<file path="config.mk">
export PLATFORM = sky130hd
export DESIGN_NAME = power_mode_ctrl
export DESIGN_NICKNAME = d
export VERILOG_FILES = /design/src/rtl/pmc_pkg.sv /design/src/rtl/pmc_gate.sv /design/src/rtl/pmc_test.sv /design/src/rtl/pmc_cp.sv /design/src/rtl/power_mode_ctrl.sv
export SDC_FILE = /design/constraint.sdc
export NUM_CORES = 1
export LEC_CHECK = 0
export ABC_AREA = 1
export BUFFER_PORTS_ARGS = -buffer_cell sky130_fd_sc_hd__buf_2
export CORE_MARGIN = 2
export CORE_UTILIZATION = 45
export CTS_BUF_LIST = sky130_fd_sc_hd__clkbuf_8
export DETAILED_ROUTE_END_ITERATION = 8
export GPL_TIMING_DRIVEN = 0
export PLACE_DENSITY_LB_ADDON = 0.2
export SYNTH_ARGS = -nofsm -noshare
export SYNTH_HDL_FRONTEND = slang
export SYNTH_SLANG_ARGS = --single-unit
</file>
<file path="constraint.sdc">
create_clock -name clk -period 1.8 [get_ports clk]
set_input_delay 0.27 -clock clk [delete_from_list [all_inputs] [get_ports clk]]
set_output_delay 0.27 -clock clk [all_outputs]
set_load 0.02 [all_outputs]
</file>
<file path="src/rtl/pmc_pkg.sv">
package pmc_pkg;

    typedef enum logic [2:0] {
        MODE_HW_OFF     = 3'd0,
        MODE_SW_OFF     = 3'd1,
        MODE_SYNTH_ONLY = 3'd2,
        MODE_MUTE       = 3'd3,
        MODE_MOD_ONLY   = 3'd4,
        MODE_FULL       = 3'd5
    } mode_e;

    typedef enum logic [1:0] {
        LK_STATUS  = 2'd0,
        LK_REFDIV  = 2'd1,
        LK_MAINDIV = 2'd2
    } lock_src_e;

    typedef struct packed {
        logic mod_en;
        logic syn_en;
        logic buf_en;
        logic sif_en;
    } enables_t;

    typedef struct packed {
        logic src;
        logic snk;
        lock_src_e lsel;
    } test_ctl_t;

    // Priority: hardware off, software off, then modulator state.
    function automatic mode_e classify(input logic run_p, input logic run_r,
                                       input logic tx_p, input logic mod_on,
                                       input logic syn_p);
        if (!run_p)      return MODE_HW_OFF;
        else if (!run_r) return MODE_SW_OFF;
        else if (mod_on) return syn_p ? MODE_FULL : MODE_MOD_ONLY;
        else if (!tx_p)  return MODE_SYNTH_ONLY;
        else             return MODE_MUTE;
    endfunction

endpackage

</file>
<file path="src/rtl/pmc_gate.sv">
module pmc_gate
    import pmc_pkg::*;
(
    input  logic     pin_run,
    input  logic     pin_tx,
    input  logic     pin_syn,
    input  logic     pin_buf,
    input  logic     reg_run,
    input  logic     reg_tx,
    input  logic     reg_buf,
    output enables_t en,
    output mode_e    mode
);
    logic alive;

    always_comb begin
        alive     = pin_run & reg_run;
        en.sif_en = pin_run;
        en.mod_en = alive & pin_tx & reg_tx;
        en.syn_en = alive & pin_syn;
        en.buf_en = alive & pin_buf & reg_buf;
        mode      = classify(pin_run, reg_run, pin_tx, en.mod_en, pin_syn);
    end
endmodule

</file>
<file path="src/rtl/pmc_test.sv">
module pmc_test
    import pmc_pkg::*;
#(
    parameter int TEST_W = 6,
    parameter logic [TEST_W-1:0] CODE_SRC  = 6'b000001,
    parameter logic [TEST_W-1:0] CODE_SNK  = 6'b000010,
    parameter logic [TEST_W-1:0] CODE_REF  = 6'b010000,
    parameter logic [TEST_W-1:0] CODE_MAIN = 6'b011000,
    parameter bit GATE_LOCK = 1'b1
) (
    input  logic [TEST_W-1:0] code,
    input  logic              syn_on,
    input  logic              lock_det,
    input  logic              ref_tick,
    input  logic              main_tick,
    output test_ctl_t         ctl,
    output logic              lock_val
);
    logic routed;

    always_comb begin
        ctl.src  = syn_on && (code == CODE_SRC);
        ctl.snk  = syn_on && (code == CODE_SNK);
        if (code == CODE_REF)       ctl.lsel = LK_REFDIV;
        else if (code == CODE_MAIN) ctl.lsel = LK_MAINDIV;
        else                        ctl.lsel = LK_STATUS;
        case (ctl.lsel)
            LK_REFDIV:  routed = ref_tick;
            LK_MAINDIV: routed = main_tick;
            default:    routed = lock_det;
        endcase
    end

    generate
        if (GATE_LOCK) begin : g_gated
            assign lock_val = routed & syn_on;
        end else begin : g_open
            assign lock_val = routed;
        end
    endgenerate
endmodule

</file>
<file path="src/rtl/pmc_cp.sv">
module pmc_cp #(
    parameter int CP_SEL_W = 2,
    localparam int SCALE_W = CP_SEL_W + 2
) (
    input  logic [CP_SEL_W-1:0] sel,
    input  logic                dbl,
    output logic [CP_SEL_W:0]   code,
    output logic [SCALE_W-1:0]  scale
);
    logic [SCALE_W-1:0] base;

    always_comb begin
        code  = {dbl, sel};
        base  = {2'b00, sel} + SCALE_W'(1);
        scale = dbl ? (base << 1) : base;
    end
endmodule

</file>
<file path="src/rtl/power_mode_ctrl.sv">
module power_mode_ctrl
    import pmc_pkg::*;
#(
    parameter int TEST_W   = 6,
    parameter int CP_SEL_W = 2
) (
    input  logic                  clk,
    input  logic                  rst,
    input  logic                  pin_run,
    input  logic                  pin_tx,
    input  logic                  pin_syn,
    input  logic                  pin_buf,
    input  logic                  reg_run,
    input  logic                  reg_tx,
    input  logic                  reg_buf,
    input  logic [TEST_W-1:0]     reg_test,
    input  logic [CP_SEL_W-1:0]   reg_cp_sel,
    input  logic                  reg_cp_dbl,
    input  logic                  lock_det,
    input  logic                  ref_div_tick,
    input  logic                  main_div_tick,
    output logic                  mod_en,
    output logic                  syn_en,
    output logic                  buf_en,
    output logic                  sif_en,
    output logic                  cp_src_force,
    output logic                  cp_snk_force,
    output logic                  lock_pin,
    output logic [CP_SEL_W:0]     cp_code,
    output logic [CP_SEL_W+1:0]   cp_scale,
    output logic [2:0]            mode_status
);
    localparam int SCALE_W = CP_SEL_W + 2;

    enables_t           en_c;
    mode_e              mode_c;
    test_ctl_t          tst_c;
    logic               lock_c;
    logic [CP_SEL_W:0]  code_c;
    logic [SCALE_W-1:0] scale_c;
    logic               live;

    pmc_gate u_gate (
        .pin_run (pin_run), .pin_tx (pin_tx), .pin_syn (pin_syn), .pin_buf (pin_buf),
        .reg_run (reg_run), .reg_tx (reg_tx), .reg_buf (reg_buf),
        .en (en_c), .mode (mode_c)
    );

    pmc_test #(.TEST_W(TEST_W)) u_test (
        .code (reg_test), .syn_on (en_c.syn_en), .lock_det (lock_det),
        .ref_tick (ref_div_tick), .main_tick (main_div_tick),
        .ctl (tst_c), .lock_val (lock_c)
    );

    pmc_cp #(.CP_SEL_W(CP_SEL_W)) u_cp (
        .sel (reg_cp_sel), .dbl (reg_cp_dbl), .code (code_c), .scale (scale_c)
    );

    always_ff @(posedge clk) begin
        if (rst) begin
            mod_en       <= 1'b0;
            syn_en       <= 1'b0;
            buf_en       <= 1'b0;
            sif_en       <= 1'b0;
            cp_src_force <= 1'b0;
            cp_snk_force <= 1'b0;
            lock_pin     <= 1'b0;
            cp_code      <= '0;
            cp_scale     <= '0;
            mode_status  <= MODE_HW_OFF;
            live         <= 1'b0;
        end else begin
            mod_en       <= en_c.mod_en;
            syn_en       <= en_c.syn_en;
            buf_en       <= en_c.buf_en;
            sif_en       <= en_c.sif_en;
            cp_src_force <= tst_c.src;
            cp_snk_force <= tst_c.snk;
            lock_pin     <= lock_c;
            cp_code      <= code_c;
            cp_scale     <= scale_c;
            mode_status  <= mode_c;
            live         <= 1'b1;
        end
    end

    AST_MOD_NEEDS_BOTH: assert property (@(posedge clk) disable iff (rst)
        live && mod_en |-> $past(pin_tx) && $past(reg_tx));
    AST_BUF_NEEDS_BOTH: assert property (@(posedge clk) disable iff (rst)
        live && buf_en |-> $past(pin_buf) && $past(reg_buf));
    AST_HW_OFF_ALL: assert property (@(posedge clk) disable iff (rst)
        live && !$past(pin_run) |-> !sif_en && !mod_en && !syn_en && !buf_en
                                     && !lock_pin && mode_status == 3'd0);
    AST_SW_OFF_KEEPS_SIF: assert property (@(posedge clk) disable iff (rst)
        live && $past(pin_run) && !$past(reg_run)
            |-> sif_en && !mod_en && !syn_en && !buf_en);
    AST_SYN_PIN_GATES: assert property (@(posedge clk) disable iff (rst)
        live && !$past(pin_syn) |-> !syn_en && !cp_src_force && !cp_snk_force);
    AST_CP_FORCE_EXCL: assert property (@(posedge clk) disable iff (rst)
        $countones({cp_src_force, cp_snk_force}) <= 1);
    AST_LOCK_NEEDS_SYN: assert property (@(posedge clk) disable iff (rst)
        lock_pin |-> syn_en);
    AST_MODE_RANGE: assert property (@(posedge clk) disable iff (rst)
        mode_status <= 3'd5);
endmodule

</file>
Yosys cells after proc, flatten, opt, wreduce, memory -nomap -nowiden --
Cells that the tools add are included.
Storage, ports and cells: output and inout bits 17, logic and storage cells 41, bits of input ports 21, register bits after elaboration 17
Operators by class: multiplexer cells 8, reductions and logical operators 5, add/sub/neg operators 1, bitwise logic cells 9, equal/unequal tests 6
Operator list (count):
- 6-bit by 5-bit == test with 1-bit output (second input constant) | 2
- 1-bit bitwise AND | 7
- 6-bit by 1-bit == test with 1-bit output (second input constant) | 1
- 6-bit by 2-bit == test with 1-bit output (second input constant) | 1
- 2-bit two-way mux | 2
- 4-bit two-way mux | 1
- 2-bit OR reduction | 2
- 2-bit by 1-bit adder with 3-bit output (second input constant) | 1
- 1-bit two-way mux | 3
- 3-bit two-way mux | 1
- 3-bit OR reduction | 1
- 2-bit by 1-bit == test with 1-bit output (second input constant) | 1
- 2-bit == test (second input constant) | 1
- 1-bit logical AND | 2
- 1-bit NOT | 2
- 1-bit one-hot mux with 2 select lines | 1

Logic depth before layout (Yosys ltp) --
word-level depth 6, mapped depth 5, depth with buffers taken out 5

By module --
Synthesis repeated with hierarchy kept, for this count alone.
Unflattened totals: cell total of the unflattened synthesis 107, area total of the unflattened synthesis 783.3 um^2
Modules (own cells, without submodules):
- power_mode_ctrl | times used 1, area an instance 494.2 um^2, cells an instance 53
- pmc_test | times used 1, area an instance 137.6 um^2, cells an instance 25
- pmc_cp | times used 1, area an instance 76.3 um^2, cells an instance 15
- pmc_gate | times used 1, area an instance 75.1 um^2, cells an instance 14

Least setup slack after synthesis --
Ideal clock, no wire load.
path kind input to register, start point input reg_cp_sel[0], end point register cp_scale[2], path buffers 0, required time 1680 ps, arrival time 665 ps, cell stages on the path 3, setup time 120 ps, setup slack 1015 ps, cells stage by stage ha_1 -> inv_1 -> o22ai_1
On the way: longest elaborated chain between the ends 2
RTL lines:
- start, declared | RTL line power_mode_ctrl.sv:17 | input logic [CP_SEL_W-1:0] reg_cp_sel,
- 2-bit by 1-bit adder with 3-bit output | RTL line pmc_cp.sv:14 | base = {2'b00, sel} + SCALE_W'(1);
- 4-bit two-way mux | RTL line pmc_cp.sv:15 | scale = dbl ? (base << 1) : base;
- end signal, assigned | RTL line power_mode_ctrl.sv:81 | cp_scale <= scale_c;
- end, declared | RTL line power_mode_ctrl.sv:30 | output logic [CP_SEL_W+1:0] cp_scale,
No other way between the ends. A chain may end at the register's enable or synchronous reset.

Final worst setup path --
start point register lock_pin, end point output lock_pin
RTL lines:
- start, declared | RTL line power_mode_ctrl.sv:28 | output logic lock_pin,
- start signal, assigned | RTL line power_mode_ctrl.sv:79 | lock_pin <= lock_c;
No word-level cell between the ends.

==> metrics <==
status=completed; Total Routing Usage GR=15.3%; post-synthesis mux area share=0%; 1st-pass router iterations=4; wirelength, routed=approximately 1.1 mm; Post-CTS Hold Buffers=0; CP delay by family, top=flip-flops; Post-Synth Simple-Gate Area=a little over a quarter; top cell type's share of synthesized area=a little under three fifths; RSZ-0062 raised after global routing=no; final setup TNS=0 ns; Leak Pwr=~0.49 nW; drt via density=4.32; Hold EP=cp_scale[0]; Core ar.=approximately 1300 µm²; CP Cell Sequence=buf_2; Max Root-Sink Buffers=2; flops & latches, synth=17; fillers=roughly 110; Detailed Route Iter0 Violations=6; Slew Viols, Final=0; initial antenna violation count=0; Syn. warnings=0; worst slew pin tran=0.148 ns; Area contributors post-synth=dfxtp_1, inv_1, nor2_1; sequential fraction of the synthesis area=56.8%; Worst path slowest cell=dfxtp_1; Post-DP Area=803 µm²; via count=544; vias in the first global route=between 400 and 500; post-layout util=~67%; worst setup path class=reg2out; post-layout total power=between 700 and 800 µW; Antenna Nets Post-Route=0; crit path time final=a little under 1 ns; clk sink count=17; CTS resizes=0; DR WL/cell=~8.4 µm; adder-cell area share of the yosys netlist=roughly 2.1%; total grt overflow=0; RD Place Congestion=roughly 0.67; CTS tree=built; first-pass GRT wire length=about 1.6 mm; DRC=0; CP max stage delay=approximately 0.31 ns; post-route cell area=between 800 and 900 µm²; Antenna Cells=0; DP HPWL=876 µm; Net count, final=around 130; min-delay src=reg_cp_sel[0]; Root Driver=clkbuf_8; CP startpoint=lock_pin; Inserted Clock Buffers=3; Worst Path Max Fanout=1; fmax=1020 MHz; Core Rows=13; max-cap violations=0; crit end category=output port; pin count of the biggest net entering global routing=11; CP Data Required Time=~1.5 ns; Fin. Hold Viols=0; Die Width=about 40 µm; io pins=38; H-tree depth=1; syn_nets=just over 90; P&R area growth vs syn=41.8%; initial core utilization=between 40% and 50%; average cell area after synthesis=approximately 8.6 µm²; Cells after Synth=70; Yosys top cell by area=dfxtp_1; WHS Path Cells=2; final worst-path cycle share=a little over half; Synth cell types=17; chip height=40.5 µm; Hold Crit Class=in2reg; largest family of logic cells by synthesized area=simple AND/OR/NAND/NOR gates; CP bufs+invs=1; final setup fails=0; VDD IR-drop max=between 0.0006 and 0.0007 V; Worst-path clk slew=approximately 0.070 ns; die area=approximately 1600 µm²; Max-Slew Margin vs Limit=about 90%; postcts setup bufs=0; Post-Synth XOR/XNOR Area=0%; mapped cell area=between 500 and 600 µm²; DP Worst Slack=approximately 0.85 ns; fraction of layout cells with a size suffix above 1=44.1%; Port Buf Inserts=37; power density cells=around 900 nW/µm²; Setup WS post-layout=roughly 0.82 ns; CP Launch Type=flop; complex-gate fraction of the synthesized area=under 10%; CP arrival=0.71 ns
## metrics by stage
step	cells	hold WS, ns
5_1_grt	126	0.222
4_1_cts	126	0.217
6_report	126	0.224
3_5_place_dp	122	0.483
2_1_floorplan	70	0.341
3_3_place_gp	122	0.484
## cells by family after synthesis
kind of cell    count (synthesis)
fa+ha+maj                       1
flops                          17
compound gates                  5
simple gates                   33
buf+inv                        14
## cell usage in the layout, fill, tap and decap left out, types with 2 or more instances in the layout
cell / n
buf_2: 37
dfxtp_1: 17
inv_1: 12
nor2_1: 12
nand2_1: 10
nand4_1: 3
nor2_2: 3
clkbuf_8: 3
o22ai_1: 2
nand3_1: 2
## final cells by class
| type | instances | area, µm² | share of cell area, % |
|---|---|---|---|
| Clock buffer | 3 | 41.3 | 4.86 |
| Clock inverter | 1 | 5.00 | 0.589 |
| Inverter | 14 | 55.1 | 6.48 |
| Multi-Input combinational cell | 39 | 204 | 24.0 |
| Sequential cell | 17 | 340 | 40.1 |
| Tap cell | 15 | 18.8 | 2.21 |
| Timing Repair Buffer | 37 | 185 | 21.8 |
## worst max-delay path by stage
| stage | slack [ns] | cells after the start | to |
|---|---|---|---|
| after floorplan | 1.01 | 3 | cp_scale[2] |
| after global placement | 0.86 | 4 | cp_scale[2] |
| after detailed placement | 0.85 | 4 | cp_scale[2] |
| after CTS | 0.81 | 1 | lock_pin |
| after global routing | 0.77 | 1 | cp_code[0] |
| final | 0.82 | 1 | lock_pin |
## cell usage after synthesis (all sizes together)
| master | count |
|---|---|
| a21oi | 2 |
| dfxtp | 17 |
| ha | 1 |
| inv | 14 |
| nand2 | 11 |
| nand3 | 3 |
| nand4 | 3 |
| nor2 | 15 |
| o21ai | 1 |
| o22ai | 2 |
| or2 | 1 |
## power by group
group	leakage, nW	internal, mW	total, mW	switching [mW]
Combinational	0.322	0.0379	0.0953	0.0574
Sequential	0.139	0.390	0.392	0.00239
Clock	0.0255	0.153	0.273	0.120
Total	0.487	0.581	0.761	0.180
## registers in the layout, summed over array words and instances (netlist names)
signal,cells
cp_scale,4
cp_code,3
mode_status,3
buf_en,1
cp_snk_force,1
cp_src_force,1
lock_pin,1
mod_en,1
sif_en,1
syn_en,1
## per-layer routing
layer,GRT usage [%],vias up,share of wire [%]
met5,0,-,0
met4,12.5,0,1.3
met3,2.22,2,11
met2,24.6,28,50
met1,17.8,219,38
li1,-,295,-
No activity file was read; power rests on OpenSTA's default activity.
